<file path="src/rtl/swd_pkg.sv">
package swd_pkg;
  localparam int BYTE_W = 8;
  localparam int DATA_W = 32;
  localparam logic [7:0] SYNC_BYTE  = 8'h05;
  localparam logic [7:0] REPLY_NODE = 8'hFF;

  // one byte through the CRC-8 (poly 0x07), low bit first
  function automatic logic [7:0] crc8_step(input logic [7:0] crc, input logic [7:0] data);
    logic [7:0] c;
    logic [7:0] d;
    c = crc;
    d = data;
    for (int i = 0; i < 8; i++) begin
      if (c[7] ^ d[0]) c = {c[6:0], 1'b0} ^ 8'h07;
      else             c = {c[6:0], 1'b0};
      d = d >> 1;
    end
    return c;
  endfunction

  // CRC of a reply: sync, reply node, register byte, data MSB byte first
  function automatic logic [7:0] reply_crc(input logic [7:0] regb, input logic [DATA_W-1:0] data);
    logic [7:0] c;
    c = crc8_step(8'h00, SYNC_BYTE);
    c = crc8_step(c, REPLY_NODE);
    c = crc8_step(c, regb);
    for (int i = DATA_W / BYTE_W - 1; i >= 0; i--) c = crc8_step(c, data[i*BYTE_W +: BYTE_W]);
    return c;
  endfunction
endpackage

</file>
<file path="src/rtl/swd_rx.sv">
module swd_rx #(
  parameter int TW        = 16,
  parameter int IDLE_BITS = 63
) (
  input  logic          clk,
  input  logic          rst_n,
  input  logic          hold_i,
  input  logic          line_i,
  output logic [7:0]    byte_o,
  output logic          byte_vld_o,
  output logic          sync_o,
  output logic          abort_o,
  output logic [TW-1:0] bit_t_o,
  output logic          busy_o
);
  localparam int IW = $clog2(IDLE_BITS + 1);

  typedef enum logic [2:0] {R_IDLE, R_SYNC1, R_SYNC3, R_SYNCEND, R_GAP, R_DATA} rx_st_e;
  rx_st_e st;

  logic s1, s2, s3;
  always_ff @(posedge clk or negedge rst_n) begin
    if (!rst_n) begin
      s1 <= 1'b1; s2 <= 1'b1; s3 <= 1'b1;
    end else begin
      s1 <= line_i; s2 <= s1; s3 <= s2;
    end
  end
  wire line_s = s2;
  wire fall   = s3 & ~s2;

  // span between two falling edges covers two bit periods
  function automatic logic [TW-1:0] span_to_bit(input logic [TW-1:0] span);
    return span >> 1;
  endfunction

  logic [TW-1:0] span, tmr, bit_t;
  logic [IW-1:0] idle_n;
  logic [3:0]    bitn;
  logic [7:0]    sh;

  wire [TW-1:0] due      = (bitn == 4'd0) ? (bit_t >> 1) : bit_t;
  wire          samp     = (tmr == due - 1'b1);
  wire          bit_gone = (tmr == bit_t - 1'b1);

  always_ff @(posedge clk or negedge rst_n) begin
    if (!rst_n) begin
      st <= R_IDLE; span <= '0; tmr <= '0; bit_t <= '0; idle_n <= '0;
      bitn <= '0; sh <= '0; byte_o <= '0;
      byte_vld_o <= 1'b0; sync_o <= 1'b0; abort_o <= 1'b0;
    end else begin
      byte_vld_o <= 1'b0;
      sync_o     <= 1'b0;
      abort_o    <= 1'b0;
      if (hold_i) st <= R_IDLE;
      else begin
        case (st)
          R_IDLE: if (fall) begin st <= R_SYNC1; span <= '0; end
          R_SYNC1: begin
            if (fall) begin st <= R_SYNC3; span <= {{(TW-1){1'b0}}, 1'b1}; end
            else if (&span) st <= R_IDLE;
            else span <= span + 1'b1;
          end
          R_SYNC3: begin
            if (fall) begin
              bit_t  <= span_to_bit(span);
              sync_o <= 1'b1;
              st     <= R_SYNCEND;
            end else if (&span) st <= R_IDLE;
            else span <= span + 1'b1;
          end
          R_SYNCEND: if (line_s) begin st <= R_GAP; tmr <= '0; idle_n <= '0; end
          R_GAP: begin
            if (fall) begin
              st <= R_DATA; tmr <= '0; bitn <= '0;
            end else if (bit_gone) begin
              tmr <= '0;
              if (idle_n == IW'(IDLE_BITS)) begin
                abort_o <= 1'b1;
                st      <= R_IDLE;
              end else idle_n <= idle_n + 1'b1;
            end else tmr <= tmr + 1'b1;
          end
          R_DATA: begin
            if (samp) begin
              tmr  <= '0;
              bitn <= bitn + 1'b1;
              if (bitn == 4'd0 && line_s) begin
                st <= R_GAP; idle_n <= '0;
              end
              if (bitn >= 4'd1 && bitn <= 4'd8) sh <= {line_s, sh[7:1]};
              if (bitn == 4'd9) begin
                byte_o     <= sh;
                byte_vld_o <= 1'b1;
                st         <= R_GAP;
                idle_n     <= '0;
              end
            end else tmr <= tmr + 1'b1;
          end
          default: st <= R_IDLE;
        endcase
      end
    end
  end

  assign bit_t_o = bit_t;
  assign busy_o  = (st != R_IDLE);


  rx_abort_idle_chk: assert property (@(posedge clk) disable iff (!rst_n)
    abort_o |-> !busy_o);

  rx_abort_from_gap_chk: assert property (@(posedge clk) disable iff (!rst_n)
    abort_o |-> $past(st == R_GAP));
endmodule

</file>
<file path="src/rtl/swd_tx.sv">
module swd_tx #(
  parameter int NB        = 8,
  parameter int TW        = 16,
  parameter int TURN_BITS = 9
) (
  input  logic          clk,
  input  logic          rst_n,
  input  logic          start_i,
  input  logic [TW-1:0] bit_t_i,
  input  logic [NB*8-1:0] frame_i,
  output logic          tx_o,
  output logic          drv_o,
  output logic          busy_o
);
  localparam int FB = NB * 10;
  localparam int CW = $clog2(FB + TURN_BITS + 1);

  typedef enum logic [1:0] {T_IDLE, T_TURN, T_SEND} tx_st_e;
  tx_st_e st;

  logic [FB-1:0] line_bits, sh;
  logic [TW-1:0] tmr, bit_t;
  logic [CW-1:0] bitc;

  for (genvar g = 0; g < NB; g++) begin : g_byte
    assign line_bits[g*10 +: 10] = {1'b1, frame_i[g*8 +: 8], 1'b0};
  end

  wire bit_gone = (tmr == bit_t - 1'b1);

  always_ff @(posedge clk or negedge rst_n) begin
    if (!rst_n) begin
      st <= T_IDLE; sh <= '1; tmr <= '0; bit_t <= '0; bitc <= '0;
    end else begin
      case (st)
        T_IDLE: if (start_i) begin
          st <= T_TURN; tmr <= '0; bitc <= '0; bit_t <= bit_t_i; sh <= line_bits;
        end
        T_TURN: begin
          if (bit_gone) begin
            tmr <= '0;
            if (bitc == CW'(TURN_BITS - 1)) begin bitc <= '0; st <= T_SEND; end
            else bitc <= bitc + 1'b1;
          end else tmr <= tmr + 1'b1;
        end
        T_SEND: begin
          if (bit_gone) begin
            tmr <= '0;
            sh  <= sh >> 1;
            if (bitc == CW'(FB - 1)) st <= T_IDLE;
            else bitc <= bitc + 1'b1;
          end else tmr <= tmr + 1'b1;
        end
        default: st <= T_IDLE;
      endcase
    end
  end

  assign drv_o  = (st == T_SEND);
  assign tx_o   = (st == T_SEND) ? sh[0] : 1'b1;
  assign busy_o = (st != T_IDLE);


  drv_release_chk: assert property (@(posedge clk) disable iff (!rst_n)
    $fell(drv_o) |-> tx_o && $past(tx_o));

  turn_quiet_chk: assert property (@(posedge clk) disable iff (!rst_n)
    start_i |=> !drv_o);
endmodule

</file>
<file path="src/rtl/swire_dgram_slave.sv">
module swire_dgram_slave
  import swd_pkg::*;
#(
  parameter int TW        = 16,
  parameter int CW        = 8,
  parameter int IDLE_BITS = 63,
  parameter int TURN_BITS = 9
) (
  input  logic              clk,
  input  logic              rst_n,
  input  logic              line_i,
  input  logic [BYTE_W-1:0] node_i,
  input  logic [DATA_W-1:0] rd_data_i,
  output logic              drv_en_o,
  output logic              tx_o,
  output logic              wr_stb_o,
  output logic [6:0]        reg_addr_o,
  output logic [DATA_W-1:0] wr_data_o,
  output logic [CW-1:0]     wr_cnt_o
);
  localparam int WR_LEN    = 8;
  localparam int RD_LEN    = 4;
  localparam int REPLY_LEN = 8;
  localparam int IXW       = $clog2(WR_LEN);

  logic [7:0]    rx_byte;
  logic          rx_vld, rx_sync, rx_abort, rx_busy, rx_hold;
  logic [TW-1:0] bit_t;
  logic          tx_busy, tx_go;

  logic [IXW-1:0]    idx;
  logic [7:0]        crc_q, reg_q;
  logic              node_ok;
  logic [DATA_W-1:0] data_q;
  logic [REPLY_LEN*8-1:0] frame;

  // internal events named for the checks
  wire in_dg   = (idx != '0);
  wire dg_last = rx_vld && in_dg &&
                 ((idx == IXW'(RD_LEN - 1) && !reg_q[7]) || idx == IXW'(WR_LEN - 1));
  wire dg_good = dg_last && node_ok && (rx_byte == crc_q);

  assign rx_hold = tx_busy | dg_last;

  swd_rx #(.TW(TW), .IDLE_BITS(IDLE_BITS)) u_rx (
    .clk(clk), .rst_n(rst_n), .hold_i(rx_hold), .line_i(line_i),
    .byte_o(rx_byte), .byte_vld_o(rx_vld), .sync_o(rx_sync), .abort_o(rx_abort),
    .bit_t_o(bit_t), .busy_o(rx_busy)
  );

  always_ff @(posedge clk or negedge rst_n) begin
    if (!rst_n) begin
      idx <= '0; crc_q <= '0; reg_q <= '0; node_ok <= 1'b0; data_q <= '0;
      wr_stb_o <= 1'b0; wr_cnt_o <= '0; tx_go <= 1'b0;
    end else begin
      wr_stb_o <= 1'b0;
      tx_go    <= 1'b0;
      if (rx_sync) begin
        idx   <= IXW'(1);
        crc_q <= crc8_step(8'h00, SYNC_BYTE);
      end else if (rx_abort) begin
        idx <= '0;
      end else if (rx_vld && in_dg) begin
        if (dg_last) begin
          idx <= '0;
          if (dg_good && reg_q[7]) begin
            wr_stb_o <= 1'b1;
            wr_cnt_o <= wr_cnt_o + 1'b1;
          end
          if (dg_good && !reg_q[7]) tx_go <= 1'b1;
        end else begin
          crc_q <= crc8_step(crc_q, rx_byte);
          idx   <= idx + 1'b1;
          if (idx == IXW'(1))      node_ok <= (rx_byte == node_i);
          else if (idx == IXW'(2)) reg_q   <= rx_byte;
          else                     data_q  <= {data_q[DATA_W-9:0], rx_byte};
        end
      end
    end
  end

  assign reg_addr_o = reg_q[6:0];
  assign wr_data_o  = data_q;
  assign frame = {reply_crc(reg_q, rd_data_i),
                  rd_data_i[7:0], rd_data_i[15:8], rd_data_i[23:16], rd_data_i[31:24],
                  reg_q, REPLY_NODE, SYNC_BYTE};

  swd_tx #(.NB(REPLY_LEN), .TW(TW), .TURN_BITS(TURN_BITS)) u_tx (
    .clk(clk), .rst_n(rst_n), .start_i(tx_go), .bit_t_i(bit_t), .frame_i(frame),
    .tx_o(tx_o), .drv_o(drv_en_o), .busy_o(tx_busy)
  );


  wr_pulse_chk: assert property (@(posedge clk) disable iff (!rst_n)
    wr_stb_o |=> !wr_stb_o);

  cnt_hold_chk: assert property (@(posedge clk) disable iff (!rst_n)
    !wr_stb_o |-> $stable(wr_cnt_o));

  cnt_step_chk: assert property (@(posedge clk) disable iff (!rst_n)
    wr_stb_o |-> wr_cnt_o == CW'($past(wr_cnt_o) + 1'b1));

  line_dir_chk: assert property (@(posedge clk) disable iff (!rst_n)
    rx_busy |-> !drv_en_o);
endmodule

</file>
<file path="config.mk">
export PLATFORM = sky130hd
export DESIGN_NAME = swire_dgram_slave
export DESIGN_NICKNAME = d
export VERILOG_FILES = /design/src/rtl/swd_pkg.sv /design/src/rtl/swd_rx.sv /design/src/rtl/swd_tx.sv /design/src/rtl/swire_dgram_slave.sv
export SDC_FILE = /design/constraint.sdc
export NUM_CORES = 1
export LEC_CHECK = 0
export CORE_ASPECT_RATIO = 0.9
export CORE_MARGIN = 5
export CORE_UTILIZATION = 50
export CTS_BUF_LIST = sky130_fd_sc_hd__clkbuf_8 sky130_fd_sc_hd__clkbuf_16
export DETAILED_ROUTE_END_ITERATION = 8
export PLACE_DENSITY = 0.67
export SLEW_MARGIN = 0
export SYNTH_ARGS = -nofsm -noshare
export SYNTH_HDL_FRONTEND = slang
export SYNTH_SLANG_ARGS = --single-unit
</file>
<file path="constraint.sdc">
create_clock -name clk -period 10.3 [get_ports clk]
set_clock_uncertainty 0.2 [all_clocks]
set_input_delay 1.545 -clock clk [delete_from_list [all_inputs] [get_ports clk]]
set_output_delay 1.545 -clock clk [all_outputs]
set_load 0.01 [all_outputs]
</file>
==> flow_metrics.py, run 1 <==
metrics = {
    "detailed_routing": {
        "num_vias": 11660,
        "drt_pre_antenna_iters": 6,
        "wl_per_cell_um": 17.45,
        "detail-route-antenna-nets": 0,
        "routed_wl_um": 35890,
        "viasPerCell": 5.666,
        "post-route-drc-count": 0,
        "initialDrtViolationCount": 858,
    },
    "clocking": {
        "worstSkewPairLatency_ns": 0.56,
        "cts_max_path_buffers": 3,
        "cts_tree": "built",
        "cts-root-buf": "clkbuf_16",
        "cts_hold_buffers": 0,
        "cts-resized-gates": 0,
        "cts.reportedPaths.clkPinSlew_ns": 0.06,
        "h-tree-depth": 1,
        "postCtsSetupRepairBufs": 0,
        "cts_buffers": 28,
        "cts_num_sinks": 264,
    },
    "synthesis": {
        "synth_top_area_frac": 0.2911,
        "yosysTopAreaCell": "dfrtp_1",
        "synthesis.nets": 1660,
        "ys_types": 83,
        "yosys-top-cells-area": "dfrtp_1, dfstp_2, xnor2_1",
        "async_flop_share": 1.000,
        "ys_warn_count": 0,
        "synth-seq-cells": 264,
        "syn_avg_cell_area_um2": 9.768,
        "synth_edf_count": 0,
        "syn_inst": 1593,
        "syn_area_um2": 15560,
        "synth_ff_type": "dfrtp_1",
        "synth.yosys.seq_area_share": 0.4312,
    },
    "timing": {
        "slew_viol_final": 0,
        "fin_ws_ns": 4.859,
        "worst_hold_slack_ns": 0.1548,
        "relSlewSlack": 0.1576,
        "fmax_mhz": 183.8,
        "finalHoldViolations": 0,
        "fin_crit_sh": 0.5283,
        "setup_tns_ns": 0,
        "rsz0062_at_grt": "no",
        "setup_viol": 0,
        "worst_pin_slew_ns": 1.264,
        "fin_crit_ns": 5.441,
    },
    "setup_path": {
        "worstPathRequired_ns": 10.53,
        "critPathKind": "register to register",
        "cp_max_fo": 20,
        "cp-end-kind": "register",
        "critPathLaunchType": "register",
        "cp.arrival_ns": 5.68,
    },
    "pwr": {
        "pwr-share-comb": 0.280,
        "cellPowerDensity_nw_per_um2": 171.4,
        "power_mw": 3.022,
        "cellLeakagePower_nw": 7.772,
        "ir_drop_uv": 125.4,
        "power.internal_mw": 2.073,
        "p_clk_frac": 0.344,
        "pwr-share-seq": 0.376,
        "p_switching_uw": 949.4,
        "netSwitchingFraction": 0.3142,
    },
    "cells_and_area": {
        "fin_cells": 2057,
        "ff_latch_area_um2": 6710,
        "fin_util": 0.5717,
        "drive_gt1_frac": 0.1414,
        "final_nets": 1694,
        "final_area_um2": 17630,
        "mostFrequentLayoutCell": "dfrtp_1",
        "area_growth_pct": 13.29,
        "final_cell_mix": "dfrtp_1, nand2_1, o21ai_0, xnor2_1, clkdlybuf4s50_1",
        "final.fill_count": 2698,
        "diodes": 0,
        "multiInputGateArea_um2": 8242,
    },
    "min_path": {
        "hold_class": "register to register",
    },
    "grt": {
        "grt_overflow": 0,
        "grt_pass1_wl_um": 59960,
        "grt_use_total": 0.2066,
        "grt_max_degree": 124,
        "grt_pass1_vias": 11240,
        "antenna_found_initial": 0,
    },
    "die": {
        "fp.dieW_um": 196.0,
        "rows": 61,
        "dieArea_um2": 34750,
        "core_area_um2": 30830,
        "ios": 93,
        "dieHeight_um": 177.4,
        "start_util": 0.5046,
    },
    "place": {
        "dp_slack_ns": 4.947,
        "hpwlAfterDp_um": 25280,
        "io_buffers": 92,
        "gp_congestion": 0.9014,
        "dpl.cell_count": 2006,
        "placed_area_um2": 16660,
    },
    "run": {
        "maxCapViolations": 0,
    },
    "run_status": {
        "status": "completed",
    },
}
-- critical path: stages (launching register included) --
cell and delay [ns]:
dfrtp_1 0.44, inv_1 0.12, ha_1 0.28, or3b_4 0.54, mux2i_1 0.31, ha_1 0.27
or4b_1 0.49, a211oi_2 0.42, nand4_1 0.17, o211a_1 0.24, a211o_1 0.27, o21a_1 0.14
a2111oi_2 0.41, a311o_2 0.47, nor2_2 0.22, mux2_2 0.30
-- worst paths after layout --
path	startpoint	endpoint	slack (ns)	cells after the start
max	u_rx.bitn[0]	u_rx.tmr[0]	4.86	15
min	u_rx.s1	u_rx.line_s	0.15	0
max reg2reg	u_rx.bitn[0]	u_rx.tmr[0]	4.86	15
min reg2reg	u_rx.s1	u_rx.line_s	0.15	0
max in group asynchronous	rst_n	u_rx.tmr[0]	7.49	2
min in group asynchronous	rst_n	wr_data_o[26]	0.83	1
-- logic make-up (layout without fill, tap and decap cells) --
kind of cell / Yosys count / after routing / share of synthesized area
compound gates: 329 / 329 / 0.1308
xor+xnor: 200 / 200 / 0.1232
fa+ha+maj: 24 / 24 / 0.01930
buf+inv: 152 / 207 / 0.04109
flops: 264 / 264 / 0.4312
mux: 131 / 131 / 0.09376
simple gates: 493 / 493 / 0.1607
-- registers in the layout (all words and copies together) (netlist names), 3 cells and up --
| name | flops |
|---|---|
| wr_cnt_o | 8 |
| crc_q | 8 |
| u_tx.tmr | 16 |
| u_rx.tmr | 16 |
| u_tx.bit_t | 15 |
| wr_data_o | 32 |
| u_rx.bit_t_o | 15 |
| u_tx.sh | 80 |
| u_rx.span | 16 |
| u_tx.bitc | 7 |
| reg_q | 8 |
| u_rx.sh | 8 |
| u_rx.st | 3 |
| u_rx.bitn | 4 |
| u_rx.idle_n | 6 |
| u_rx.byte_o | 8 |
| idx | 3 |
-- synth_stat cells (all sizes together) (6+ instances only) --
master and instances:
dfrtp 181, o21ai 168, nand2 164, xnor2 141, dfstp 83, nor2 80
clkbuf 73, mux2 70, mux2i 61, nand3 55, inv 54, a21oi 47
xor2 47, and3 36, nand4 26, buf 24, ha 24, a22o 23
nor3 22, nor2b 19, nand2b 14, a211oi 13, a31oi 12, xnor3 12
and2 11, nor4 11, o211ai 9, o31ai 8, or2 8, or4 8
a211o 7, or3 6
-- metal layers --
| layer | up-vias | GRT usage | part of all wire |
|---|---|---|---|
| met3 | 63 | 0.02980 | 0.047 |
| met5 | - | 0 | 0 |
| met4 | 0 | 0.05061 | 0.026 |
| met2 | 280 | 0.3234 | 0.44 |
| li1 | 5670 | - | - |
| met1 | 5642 | 0.3052 | 0.48 |
-- cell type report --
| cell class | instances | share of cell area |
|---|---|---|
| clock inverter | 17 | 0.01029 |
| inverter | 55 | 0.01171 |
| sequential | 264 | 0.3807 |
| timing repair buffer | 101 | 0.05636 |
| tap | 409 | 0.02903 |
| clock buffer | 34 | 0.04443 |
| multi-input combinational | 1177 | 0.4675 |
-- power by group through the flow --
stage	logic [mW]	clock network, mW	registers, mW
6_report	0.847	1.04	1.14
5_1_grt	0.946	1.12	1.14
4_1_cts	0.848	1.07	1.13
3_5_place_dp	0.840	0	1.15
3_3_place_gp	0.831	0	1.15
2_1_floorplan	0.689	0	1.12
No activity file was read; power rests on OpenSTA's default activity.
==> run 2: changes to the inputs <==
==> constraint.sdc (replaced) <==
create_clock -name clk -period 5.2 [get_ports clk]
set_clock_uncertainty 0.2 [all_clocks]
set_input_delay 0.78 -clock clk [delete_from_list [all_inputs] [get_ports clk]]
set_output_delay 0.78 -clock clk [all_outputs]
set_load 0.01 [all_outputs]
==> flow_metrics.py, run 2 (synthesis gave the netlist of run 1 again) <==
metrics = {
    "setup_path": {
        "cp_max_fo": 9,
        "cp.arrival_ns": 5.16,
        "critPathLaunchType": "register",
        "worstPathRequired_ns": 5.45,
        "cp-end-kind": "register",
        "critPathKind": "register to register",
    },
    "timing": {
        "fin_crit_ns": 4.912,
        "relSlewSlack": 0.1851,
        "slew_viol_final": 0,
        "setup_tns_ns": 0,
        "setup_viol": 0,
        "fin_ws_ns": 0.2883,
        "rsz0062_at_grt": "no",
        "finalHoldViolations": 0,
        "worst_pin_slew_ns": 1.222,
        "fmax_mhz": 203.6,
        "fin_crit_sh": 0.9446,
    },
    "grt": {
        "grt_use_total": 0.2092,
        "grt_pass1_vias": 11380,
        "grt_max_degree": 108,
        "antenna_found_initial": 0,
        "grt_overflow": 0,
        "grt_pass1_wl_um": 60830,
    },
    "cells_and_area": {
        "mostFrequentLayoutCell": "dfrtp_1",
        "fin_cells": 2078,
        "area_growth_pct": 15.39,
        "largest_reg_flops": 80,
        "diodes": 0,
        "regMostFlops": "u_tx.sh",
        "fin_util": 0.5823,
        "final_nets": 1713,
        "drive_gt1_frac": 0.1558,
        "final_cell_mix": "dfrtp_1, nand2_1, o21ai_0, xnor2_1, clkdlybuf4s50_1",
    },
    "detailed_routing": {
        "viasPerCell": 5.657,
        "detail-route-antenna-nets": 0,
        "wl_per_cell_um": 17.81,
        "post-route-drc-count": 0,
        "num_vias": 11760,
        "initialDrtViolationCount": 817,
        "routed_wl_um": 37000,
        "drt_pre_antenna_iters": 5,
    },
    "clocking": {
        "cts_num_sinks": 264,
        "cts.reportedPaths.clkPinSlew_ns": 0.06,
        "cts_max_path_buffers": 3,
        "h-tree-depth": 1,
        "cts-root-buf": "clkbuf_16",
        "cts_buffers": 29,
        "cts_tree": "built",
        "worstSkewPairLatency_ns": 0.57,
    },
    "pwr": {
        "power_mw": 6.376,
        "cellLeakagePower_nw": 7.931,
        "cellPowerDensity_nw_per_um2": 355.1,
        "ir_drop_uv": 316.1,
    },
    "run_status": {
        "status": "completed",
    },
    "die": {
        "dieHeight_um": 177.4,
        "ios": 93,
        "start_util": 0.5046,
        "core_area_um2": 30830,
        "fp.dieW_um": 196.0,
        "rows": 61,
        "dieArea_um2": 34750,
    },
    "place": {
        "gp_congestion": 0.9110,
        "dpl.cell_count": 2017,
        "hpwlAfterDp_um": 25770,
        "dp_slack_ns": 0.1886,
        "io_buffers": 92,
    },
    "run": {
        "maxCapViolations": 0,
    },
    "min_path": {
        "hold_class": "input port to asynchronous set/reset pin",
    },
}
==> run 2: changes by cell type in the layout (fill, tap and decap cells not counted), moves of 2 or more <==
cell / delta
inv_6: +2
buf_4: +16
inv_1: -4
bufinv_16: +5
==> run 2: layer usage <==
layer  vias to the layer above  GRT usage  part of all wire
met5                         -          0                 0
met4                         0    0.03927             0.017
met2                       262     0.3316              0.45
li1                       5691          -                 -
met3                        54    0.02733             0.047
met1                      5748     0.3124              0.48
==> run 2: cell type report <==
class,instances,area (um2)
Inverter,55,206.4
Fill cell,2628,12880
Tap cell,409,511.7
Multi-Input combinational cell,1178,8277
Clock inverter,20,321.6
Clock buffer,34,794.5
Sequential cell,264,6710
Timing Repair Buffer,118,1134
==> run 2: worst max-delay path: stages (launching register included) <==
cell and delay [ns]:
dfrtp_1 0.44, inv_1 0.11, ha_2 0.25, or3b_4 0.42
mux2i_2 0.24, ha_1 0.25, or4b_1 0.49, a211oi_2 0.23
buf_4 0.17, nand2_1 0.06, a22o_1 0.21, nor3_1 0.24
nand3b_1 0.16, a2111oi_4 0.37, buf_4 0.17, a311o_2 0.30
buf_4 0.17, o21ai_0 0.08, a22o_1 0.23
==> run 2: worst paths after layout <==
kind,from,to,slack (ns),depth (start not counted)
worst max register to register,u_rx.bitn[0],u_rx.tmr[3],0.29,18
worst min-delay path,rst_n,wr_data_o[26],0.05,1
max in group asynchronous,rst_n,u_rx.idle_n[5],3.62,2
worst min register to register,u_rx.s1,u_rx.line_s,0.16,0
min in group clk,u_rx.s1,u_rx.line_s,0.16,0
worst max-delay path,u_rx.bitn[0],u_rx.tmr[3],0.29,18
==> run 2: power by group <==
part	internal [mW]	switching, mW
Clock	1.49	0.870
Sequential	2.12	0.135
Combinational	0.804	0.953
Total	4.42	1.96
==> run 2: what timing repair did <==
item,4_1_cts,5_1_grt
setup endpoints to repair,0,30
buffers inserted,0,6
hold buffers,0,0
resized for setup,0,4
==> run 2: stage by stage <==
| step | cell area [um2] | hold slack, ns |
|---|---|---|
| after floorplan | 15560 | 0.1452 |
| after global placement | 16760 | 0.1469 |
| after detailed placement | 16760 | 0.1491 |
| after CTS | 17870 | 0.08214 |
| after global routing | 17950 | 0.1110 |
| final | 17950 | 0.05018 |
